### src/rtl/casc_pkg.sv
package casc_pkg;
   typedef enum logic [1:0] {
      EDGE_NONE = 2'd0,
      EDGE_RISE = 2'd1,
      EDGE_FALL = 2'd2,
      EDGE_BOTH = 2'd3
   } edge_sel_e;

   localparam int N_CAP = 4;
endpackage

### src/rtl/casc_sync.sv
module casc_sync #(
   parameter int W      = 8,
   parameter int STAGES = 2
) (
   input  logic         clk,
   input  logic         rst_n,
   input  logic [W-1:0] din,
   output logic [W-1:0] dout
);
   logic [W-1:0] stage_q [STAGES];

   always_ff @(posedge clk or negedge rst_n) begin
      if (!rst_n) stage_q[0] <= '0;
      else        stage_q[0] <= din;
   end

   for (genvar s = 1; s < STAGES; s++) begin : g_stage
      always_ff @(posedge clk or negedge rst_n) begin
         if (!rst_n) stage_q[s] <= '0;
         else        stage_q[s] <= stage_q[s-1];
      end
   end

   assign dout = stage_q[STAGES-1];
endmodule

### src/rtl/casc_quad_dec.sv
module casc_quad_dec (
   input  logic clk,
   input  logic rst_n,
   input  logic ph_a,
   input  logic ph_b,
   output logic step_up,
   output logic step_dn
);
   logic [1:0] prev_q;
   logic [1:0] cur;
   logic [1:0] diff;
   logic       single;
   logic       fwd;

   assign cur    = {ph_a, ph_b};
   assign diff   = cur ^ prev_q;
   assign single = (diff == 2'b01) || (diff == 2'b10);
   assign fwd    = cur[1] ^ prev_q[0];

   assign step_up = single & fwd;
   assign step_dn = single & ~fwd;

   always_ff @(posedge clk or negedge rst_n) begin
      if (!rst_n) prev_q <= 2'b00;
      else        prev_q <= cur;
   end
endmodule

### src/rtl/casc_counter.sv
module casc_counter #(
   parameter int CW = 16
) (
   input  logic          clk,
   input  logic          rst_n,
   input  logic          inc,
   input  logic          dec,
   output logic [CW-1:0] cnt,
   output logic          carry,
   output logic          borrow
);
   localparam logic [CW-1:0] TOP = {CW{1'b1}};

   assign carry  = inc & (cnt == TOP);
   assign borrow = dec & (cnt == '0);

   always_ff @(posedge clk or negedge rst_n) begin
      if (!rst_n)   cnt <= '0;
      else if (inc) cnt <= cnt + 1'b1;
      else if (dec) cnt <= cnt - 1'b1;
   end
endmodule

### src/rtl/casc_capture.sv
module casc_capture
   import casc_pkg::*;
#(
   parameter int CW = 16
) (
   input  logic          clk,
   input  logic          rst_n,
   input  logic          own_pin,
   input  logic          partner_pin,
   input  logic          link,
   input  logic [1:0]    edge_sel,
   input  logic [CW-1:0] value,
   output logic [CW-1:0] cap_val,
   output logic          strobe
);
   logic comb_lvl;
   logic prev_q;
   logic rise;
   logic fall;
   logic hit;

   assign comb_lvl = own_pin | (link & partner_pin);
   assign rise     = comb_lvl & ~prev_q;
   assign fall     = ~comb_lvl & prev_q;
   assign hit      = (rise && (edge_sel == EDGE_RISE || edge_sel == EDGE_BOTH)) ||
                     (fall && (edge_sel == EDGE_FALL || edge_sel == EDGE_BOTH));

   always_ff @(posedge clk or negedge rst_n) begin
      if (!rst_n) begin
         prev_q  <= 1'b0;
         cap_val <= '0;
         strobe  <= 1'b0;
      end else begin
         prev_q <= comb_lvl;
         strobe <= hit;
         if (hit) cap_val <= value;
      end
   end
endmodule

### src/rtl/casc_ctr32.sv
module casc_ctr32
   import casc_pkg::*;
#(
   parameter int CW          = 16,
   parameter int SYNC_STAGES = 2
) (
   input  logic            clk,
   input  logic            rst_n,
   input  logic            cnt_en,
   input  logic            lo_phase_mode,
   input  logic            hi_phase_mode,
   input  logic            hi_clk_carry,
   input  logic            alt_casc_mode,
   input  logic            lo_ph_a,
   input  logic            lo_ph_b,
   input  logic            hi_ph_a,
   input  logic            hi_ph_b,
   input  logic [3:0]      cap_pin,
   input  logic [3:0]      link_en,
   input  logic [1:0]      edge_sel,
   output logic [2*CW-1:0] count_out,
   output logic [CW-1:0]   cap_hi_a,
   output logic [CW-1:0]   cap_hi_b,
   output logic [CW-1:0]   cap_lo_a,
   output logic [CW-1:0]   cap_lo_b,
   output logic [3:0]      cap_strobe
);
   localparam int NSYNC = N_CAP + 4;

   if (CW < 2) begin : g_bad_cw
      $error("casc_ctr32: CW must be at least 2");
   end
   if (SYNC_STAGES < 2) begin : g_bad_sync
      $error("casc_ctr32: SYNC_STAGES must be at least 2");
   end

   logic [NSYNC-1:0] raw_in;
   logic [NSYNC-1:0] syn;
   logic [N_CAP-1:0] pin_s;

   assign raw_in = {cap_pin, hi_ph_b, hi_ph_a, lo_ph_b, lo_ph_a};

   casc_sync #(.W(NSYNC), .STAGES(SYNC_STAGES)) u_sync (
      .clk  (clk),
      .rst_n(rst_n),
      .din  (raw_in),
      .dout (syn)
   );

   assign pin_s = syn[NSYNC-1:4];

   logic lo_qup, lo_qdn, hi_qup, hi_qdn;

   casc_quad_dec u_lo_dec (
      .clk(clk), .rst_n(rst_n), .ph_a(syn[0]), .ph_b(syn[1]),
      .step_up(lo_qup), .step_dn(lo_qdn)
   );

   casc_quad_dec u_hi_dec (
      .clk(clk), .rst_n(rst_n), .ph_a(syn[2]), .ph_b(syn[3]),
      .step_up(hi_qup), .step_dn(hi_qdn)
   );

   logic lo_inc, lo_dec, hi_inc, hi_dec;
   logic lo_carry, lo_borrow, hi_carry_unused, hi_borrow_unused;
   logic chained;
   logic [CW-1:0] lo_cnt, hi_cnt;

   assign chained = ~alt_casc_mode & hi_clk_carry;
   assign lo_inc  = lo_phase_mode ? lo_qup : cnt_en;
   assign lo_dec  = lo_phase_mode & lo_qdn;

   always_comb begin
      if (hi_phase_mode) begin
         hi_inc = hi_qup;
         hi_dec = hi_qdn;
      end else if (chained) begin
         hi_inc = lo_carry;
         hi_dec = lo_borrow;
      end else begin
         hi_inc = 1'b0;
         hi_dec = 1'b0;
      end
   end

   casc_counter #(.CW(CW)) u_lo_cnt (
      .clk(clk), .rst_n(rst_n), .inc(lo_inc), .dec(lo_dec),
      .cnt(lo_cnt), .carry(lo_carry), .borrow(lo_borrow)
   );

   casc_counter #(.CW(CW)) u_hi_cnt (
      .clk(clk), .rst_n(rst_n), .inc(hi_inc), .dec(hi_dec),
      .cnt(hi_cnt), .carry(hi_carry_unused), .borrow(hi_borrow_unused)
   );

   assign count_out = {hi_cnt, lo_cnt};

   logic [CW-1:0] cap_q [N_CAP];

   for (genvar gi = 0; gi < N_CAP; gi++) begin : g_cap
      localparam int PARTNER = gi ^ 2;
      logic [CW-1:0] src;
      if (gi < 2) begin : g_hi
         assign src = hi_cnt;
      end else begin : g_lo
         assign src = lo_cnt;
      end
      casc_capture #(.CW(CW)) u_cap (
         .clk        (clk),
         .rst_n      (rst_n),
         .own_pin    (pin_s[gi]),
         .partner_pin(pin_s[PARTNER]),
         .link       (link_en[gi]),
         .edge_sel   (edge_sel),
         .value      (src),
         .cap_val    (cap_q[gi]),
         .strobe     (cap_strobe[gi])
      );
   end

   assign cap_hi_a = cap_q[0];
   assign cap_hi_b = cap_q[1];
   assign cap_lo_a = cap_q[2];
   assign cap_lo_b = cap_q[3];
endmodule

### config.mk
export PLATFORM = sky130hd
export DESIGN_NAME = casc_ctr32
export DESIGN_NICKNAME = d
export VERILOG_FILES = /design/src/rtl/casc_pkg.sv /design/src/rtl/casc_sync.sv /design/src/rtl/casc_quad_dec.sv /design/src/rtl/casc_counter.sv /design/src/rtl/casc_capture.sv /design/src/rtl/casc_ctr32.sv
export SDC_FILE = /design/constraint.sdc
export NUM_CORES = 1
export LEC_CHECK = 0
export ABC_AREA = 0
export BUFFER_PORTS_ARGS = -buffer_cell sky130_fd_sc_hd__buf_2
export CAP_MARGIN = 20
export CELL_PAD_IN_SITES_DETAIL_PLACEMENT = 1
export CELL_PAD_IN_SITES_GLOBAL_PLACEMENT = 2
export CORE_ASPECT_RATIO = 0.9
export CORE_MARGIN = 1
export CORE_UTILIZATION = 36
export CTS_CLUSTER_SIZE = 25
export DETAILED_ROUTE_END_ITERATION = 10
export PLACE_DENSITY_LB_ADDON = 0.1
export SYNTH_ARGS = -nofsm -noshare
export SYNTH_HDL_FRONTEND = slang
export SYNTH_SLANG_ARGS = --single-unit
### constraint.sdc
create_clock -name clk -period 3.75 [get_ports clk]
set_input_delay 0.75 -clock clk [delete_from_list [all_inputs] [get_ports clk]]
set_output_delay 0.75 -clock clk [all_outputs]
set_load 0.03 [all_outputs]
# After elaboration in Yosys (flattened, before gate mapping)
# Cells that the tools add are included.
# word_totals
reg_bits	124
in_bits	21
out_inout_bits	100
elab_cells	97
# op_classes
addsub	4
eq_ne	8
n_mux	9
bitwise_logic	39
n_reduce_logical	19
# ops
operator	n
16-bit 2-to-1 mux	4
16-bit by 1-bit adder with 16-bit output, second input constant	2
16-bit by 1-bit subtractor with 16-bit output, second input constant	2
1-bit bitwise AND	20
16-bit equality test, second input constant	1
16-bit zero test	1
1-bit inverter	11
2-bit equality test, second input constant	4
1-bit logical AND	8
1-bit logical OR	8
2-bit by 1-bit equality test with 1-bit output, second input constant	3
1-bit 2-to-1 mux	5
1-bit bitwise OR	4
2-bit nonzero test	2
2-bit bitwise XOR	2
1-bit bitwise XOR	2

# Longest topological paths before layout
# logic_depth
ltp_word	10
ltp_mapped	13
ltp_nobuf	12

# Cells and area by module
# A second synthesis with hierarchy kept.
# hier_totals
cells_unflattened	522
hier_area_um2	6399.9
# modules_own_cells
mod	n_inst	cells_per_inst	area_each_um2	seq_area_each_um2
casc_capture	4	39	732.0	450.4
casc_counter (u_hi_cnt)	1	163	1407.6	400.4
casc_counter (u_lo_cnt)	1	159	1393.8	400.4
casc_sync	1	24	460.4	400.4
casc_quad_dec	2	6	77.6	50.0
casc_ctr32	1	8	55.1	0.0

# Least setup slack after synthesis
# OpenSTA, ideal clock, no wires.
# synth_path
path_kind	in2reg
start	input lo_phase_mode
end	register u_hi_cnt.cnt[10]
setup_ns	0.066
arrival_ns	3.462
required_time_ns	3.684
path_slack_ns	0.222
stages	12
path_buffers	0
cell_sequence	inv_1 > o31ai_1 > nand3_1 > o21a_1 > fa_1 > a21oi_1 > o21a_1 > o21ai_0 > a21o_1 > or4b_1 > o211ai_1 > mux2_2
# synth_between
elab_chain_cells	5
word_cells_on_any_way	10
cone_classes	mux (6); bitwise (3); reduce/logical (1)
# synth_rtl
element	line	rtl
start: declaration	casc_ctr32.sv:10	input logic lo_phase_mode,
1-bit 2-to-1 mux / 1-bit bitwise AND (equally long branches)	casc_ctr32.sv:70, casc_ctr32.sv:71	
1-bit bitwise AND (on tied branches)	casc_counter.sv:14, casc_counter.sv:15	
1-bit 2-to-1 mux	casc_ctr32.sv:77	end else if (chained) begin
1-bit 2-to-1 mux	casc_ctr32.sv:74	if (hi_phase_mode) begin
16-bit 2-to-1 mux / 2-bit nonzero test (equally long branches)	n/a	
end signal: assignment	casc_counter.sv:19	else if (inc) cnt <= cnt + 1'b1;
end signal: assignment	casc_counter.sv:20	else if (dec) cnt <= cnt - 1'b1;
end: declaration	casc_counter.sv:8	output logic [CW-1:0] cnt,
# Several ways; a longest one is shown, not always the timed one.
# A chain may end at the register's enable or synchronous reset.

# Final worst setup path
# layout_path
start	register u_sync.stage_q, in the netlist u_sync.dout[1]
end	register u_hi_cnt.cnt[10]
# layout_between
elab_chain_cells	9
word_cells_on_any_way	16
cone_classes	eq/ne (2); mux (6); bitwise (6); reduce/logical (2)
# layout_rtl
element	line	rtl
start: declaration	casc_sync.sv:10	logic [W-1:0] stage_q [STAGES];
start signal: indexed assignment	casc_sync.sv:20	else stage_q[s] <= stage_q[s-1];
2-bit bitwise XOR (*)	casc_quad_dec.sv:16	assign diff = cur ^ prev_q;
2-bit by 1-bit equality test with 1-bit output / 2-bit equality test (equally long branches)	casc_quad_dec.sv:17	assign single = (diff == 2'b01) || (diff == 2'b10);
1-bit logical OR (*)	casc_quad_dec.sv:17	
1-bit bitwise AND (on tied branches)	casc_quad_dec.sv:20, casc_quad_dec.sv:21	
1-bit 2-to-1 mux / 1-bit bitwise AND (equally long branches)	casc_ctr32.sv:70, casc_ctr32.sv:71	
1-bit bitwise AND (on tied branches)	casc_counter.sv:14, casc_counter.sv:15	
1-bit 2-to-1 mux	casc_ctr32.sv:77	
1-bit 2-to-1 mux	casc_ctr32.sv:74	
16-bit 2-to-1 mux / 2-bit nonzero test (equally long branches)	n/a	
# Mark *: on every way between the ends. The rest lies on a longest branch, timed or not.

==> flow_summary_export.csv <==
group,metric,value,unit
critical_path,crit_top_cell,"o21a_1",
yosys,synth_top_flop_cell,"dfrtp_1",
routing,wl_per_cell,18.28,um
yosys,avgSynthCellArea,11.94,sq um
finish,area_growth,27.34,%
yosys,synthCells,494,
critical_path,ff2ff_path_depth,12,
yosys,synth-edff-count,0,
yosys,synthArstFlopShare,100.0,%
critical_path,max_stage_delay,0.46,ns
global_route,grt_pass1_vias,4526,
critical_path,critPathSlowestCell,"or4b_1",
clock_network,clock_sinks,124,
timing,setup_viol,0,
critical_path,crit_arrival,3.77,ns
power,sw_frac_of_total,44.97,%
power,finalPower,8.168,mW
clock_network,clk_path_buf_depth,2,
run,cap_violations,0,
floorplanning,dieArea,0.01690,sq mm
routing,vias_per_cell,5.162,
power,p_comb_share,52.8,%
finish,drive_gt1_share,39.24,%
min_path,hold_path_class,"in2async",
global_route,grt_max_degree,75,
yosys,yosys.area.top_type_share,52.61,%
timing,setup_tns,0,ns
power,p_leak,3.441,nW
yosys,yosysMostFrequentCell,"dfrtp_1",
routing,drt_iter0_markers,165,
placed_design,dp.final_hpwl,11.64,mm
routing,drt_first_pass_iters,4,
finish,fin_area,0.007511,sq mm
run_status,status,"finished clean",
global_route,overflow,0,
finish,fin_util,46.72,%
power,vdd_drop_max,479.2,uV
floorplanning,fp.dieH,123.4,um
global_route,track_usage,19.89,%
routing,wl,15.87,mm
floorplanning,ios,121,
finish,fillerInstances,1764,
critical_path,r2r_end,"u_hi_cnt.cnt[10]",
critical_path,start_kind,"flip-flop",
yosys,synth_fp_nets,545,
clock_network,clk_latency,0.42,ns
power,clkPwrFrac,19.3,%
clock_network,ctsHtreeMaxLevel,4,
yosys,ys_ff_latch,124,
clock_network,cts_setup_buffers,0,
timing,rsz0062_at_grt,"false",
timing,slew_headroom,29.10,%
critical_path,r2r_slack,0.35,ns
critical_path,path_cells,"xor2_1 > o31ai_1 > nand3_1 > o21a_1 > ha_1 > a21oi_1 > o21a_1 > o21ai_0 > a21o_1 > or4b_1 > o211ai_1 > mux2_2",
clock_network,numCtsBuffers,17,
critical_path,r2r-start,"u_sync.dout[1]",
finish,multiInputGateArea,0.002668,sq mm
yosys,synth.area.top_cells,"dfrtp_1, mux2_2, ha_1, a21oi_1, o21ai_0",
clock_network,cts_hold_buf,0,
timing,hold_viol_final,0,
timing,min_period_over_period,90.77,%
placed_design,placed_cell_area,0.006945,sq mm
yosys,synthTopCellsByCount,"dfrtp_1, mux2_2, a21oi_1",
global_route,antenna_found_initial,0,
critical_path,crit_path_end_kind,"flip-flop",
yosys,ys_warn_count,0,
finish,seqCellArea,0.003103,sq mm
yosys,seq_area_frac_synth,52.61,%
clock_network,cts_resized,0,
power,power_density,1087,mW/mm^2
clock_network,cts_tree,"yes",
floorplanning,die_x,136.9,um
timing,drv_slew,0,
critical_path,required,4.11,ns
floorplanning,num_rows,44,
timing,hold_ws,0.3463,ns
power,pwr-share-seq,27.8,%
timing,fmax,0.2938,GHz
clock_network,path_clk_slew,0.06,ns
finish,finalNetCount,701,
critical_path,worstSetupPathType,"reg2reg",
global_route,grt_first_pass_wirelength,24.68,mm
placed_design,portBuffers,120,
power,p_switching,3.673,mW
yosys,synth_top_area_cell,"dfrtp_1",
yosys,syn_area,0.005898,sq mm
floorplanning,core,0.01608,sq mm
critical_path,worstPathMaxFanout,8,
routing,ant_nets,0,
timing,finClkSkew,0.01052,ns
yosys,yosys.cell_types.count,53,
power,intPower,4.495,mW
placed_design,gp_congestion,0.8630,
timing,timing.final.crit_period,3.404,ns
clock_network,root_buffer,"clkbuf_16",
floorplanning,start_util,36.69,%
routing,routed-via-count,4481,
timing,worstMarginPinSlew,1.064,ns
routing,drcViolationCount,0,
==> cells by family (layout without fill, tap and decap cells) <==
group,Yosys count,after routing,share of synthesized area [%]
flip-flops,124,124,52.61
AND/OR/NAND/NOR,96,96,7.956
other,0,1,0
XOR/XNOR,30,30,4.455
AO/OA/AOI/OAI,115,115,12.47
buffers and inverters,28,194,2.333
multiplexers,71,71,13.56
adder cells (fa/ha/maj),30,30,6.619
==> worst max-delay path by stage <==
stage | from | to | slack [ns] | depth (start not counted)
floorplan | lo_phase_mode | u_hi_cnt.cnt[10] | 0.22 | 12
global placement | lo_phase_mode | u_hi_cnt.cnt[10] | 0.08 | 14
detailed placement | lo_phase_mode | u_hi_cnt.cnt[10] | -0.04 | 14
CTS | u_sync.dout[1] | u_hi_cnt.cnt[10] | 0.30 | 12
global route | u_sync.dout[1] | u_hi_cnt.cnt[10] | 0.02 | 12
finish | u_sync.dout[1] | u_hi_cnt.cnt[10] | 0.35 | 12
==> registers in the layout, indices dropped and copies added, names as in the netlist <==
register	cells
u_lo_dec.prev_q	2
u_hi_cnt.cnt	16
u_sync.dout	8
g_cap.u_cap.prev_q	4
u_sync.stage_q	8
u_hi_dec.prev_q	2
g_cap.u_cap.strobe	4
u_lo_cnt.cnt	16
g_cap.u_cap.cap_val	64
==> cells in the final DEF (no fill, tap or decap), drive strengths merged, types with 2 or more instances in the layout <==
cell type / n
o31a: 3
nand3: 10
xor2: 15
a211oi: 4
clkinv: 2
ha: 28
mux2i: 3
o21ai: 30
nor3: 3
fa: 2
o31ai: 5
o22ai: 2
xnor2: 15
a211o: 2
o21a: 7
inv: 11
nor2: 24
nor4: 3
buf: 155
clkinvlp: 5
o41ai: 3
nand4: 6
nand2: 26
nand2b: 11
a21o: 13
mux2: 68
a21oi: 35
nor2b: 4
bufinv: 2
dfrtp: 124
clkbuf: 19
a31oi: 3
o21bai: 2
==> critical path, delay by kind of cell (launching register included) <==
| family | cells | cell delay, ns |
|---|---|---|
| adder cells (fa/ha/maj) | 1 | 0.37 |
| XOR/XNOR | 1 | 0.18 |
| AND/OR/NAND/NOR | 2 | 0.66 |
| AO/OA/AOI/OAI | 7 | 1.60 |
| flip-flops | 1 | 0.38 |
| multiplexers | 1 | 0.17 |
==> area by class of cell <==
type	count	area share [%]
sequential	124	41.31
multi-input combinational	342	35.52
timing repair buffer	155	11.69
clock buffer	19	5.897
tap	207	3.448
clock inverter	10	1.599
inverter	10	0.4998
antenna	1	0.03332
==> power by group through the flow <==
stage               registers, mW  clock network [mW]  logic, mW
global route                 2.35                1.67       4.68
detailed placement           2.30                   0       4.32
global placement             2.26                   0       4.26
floorplan                    3.31                   0       1.83
CTS                          2.28                1.62       4.34
finish                       2.27                1.58       4.32
==> metrics by stage <==
step | instances | setup slack (ns)
6_report | 868 | 0.3463
5_1_grt | 867 | 0.01770
4_1_cts | 867 | 0.2988
3_5_place_dp | 838 | -0.04034
3_3_place_gp | 838 | 0.08303
2_1_floorplan | 494 | 0.2221
==> routing by layer <==
metal | global-route usage [%] | vias to the layer above | share of wire, %
met5 | 0 | - | 0
met4 | 6.731 | 0 | 1.2
met3 | 5.166 | 15 | 4.6
met2 | 29.64 | 109 | 44
met1 | 27.98 | 2253 | 50
li1 | - | 2104 | -
Power figures use the tool's default switching activity.
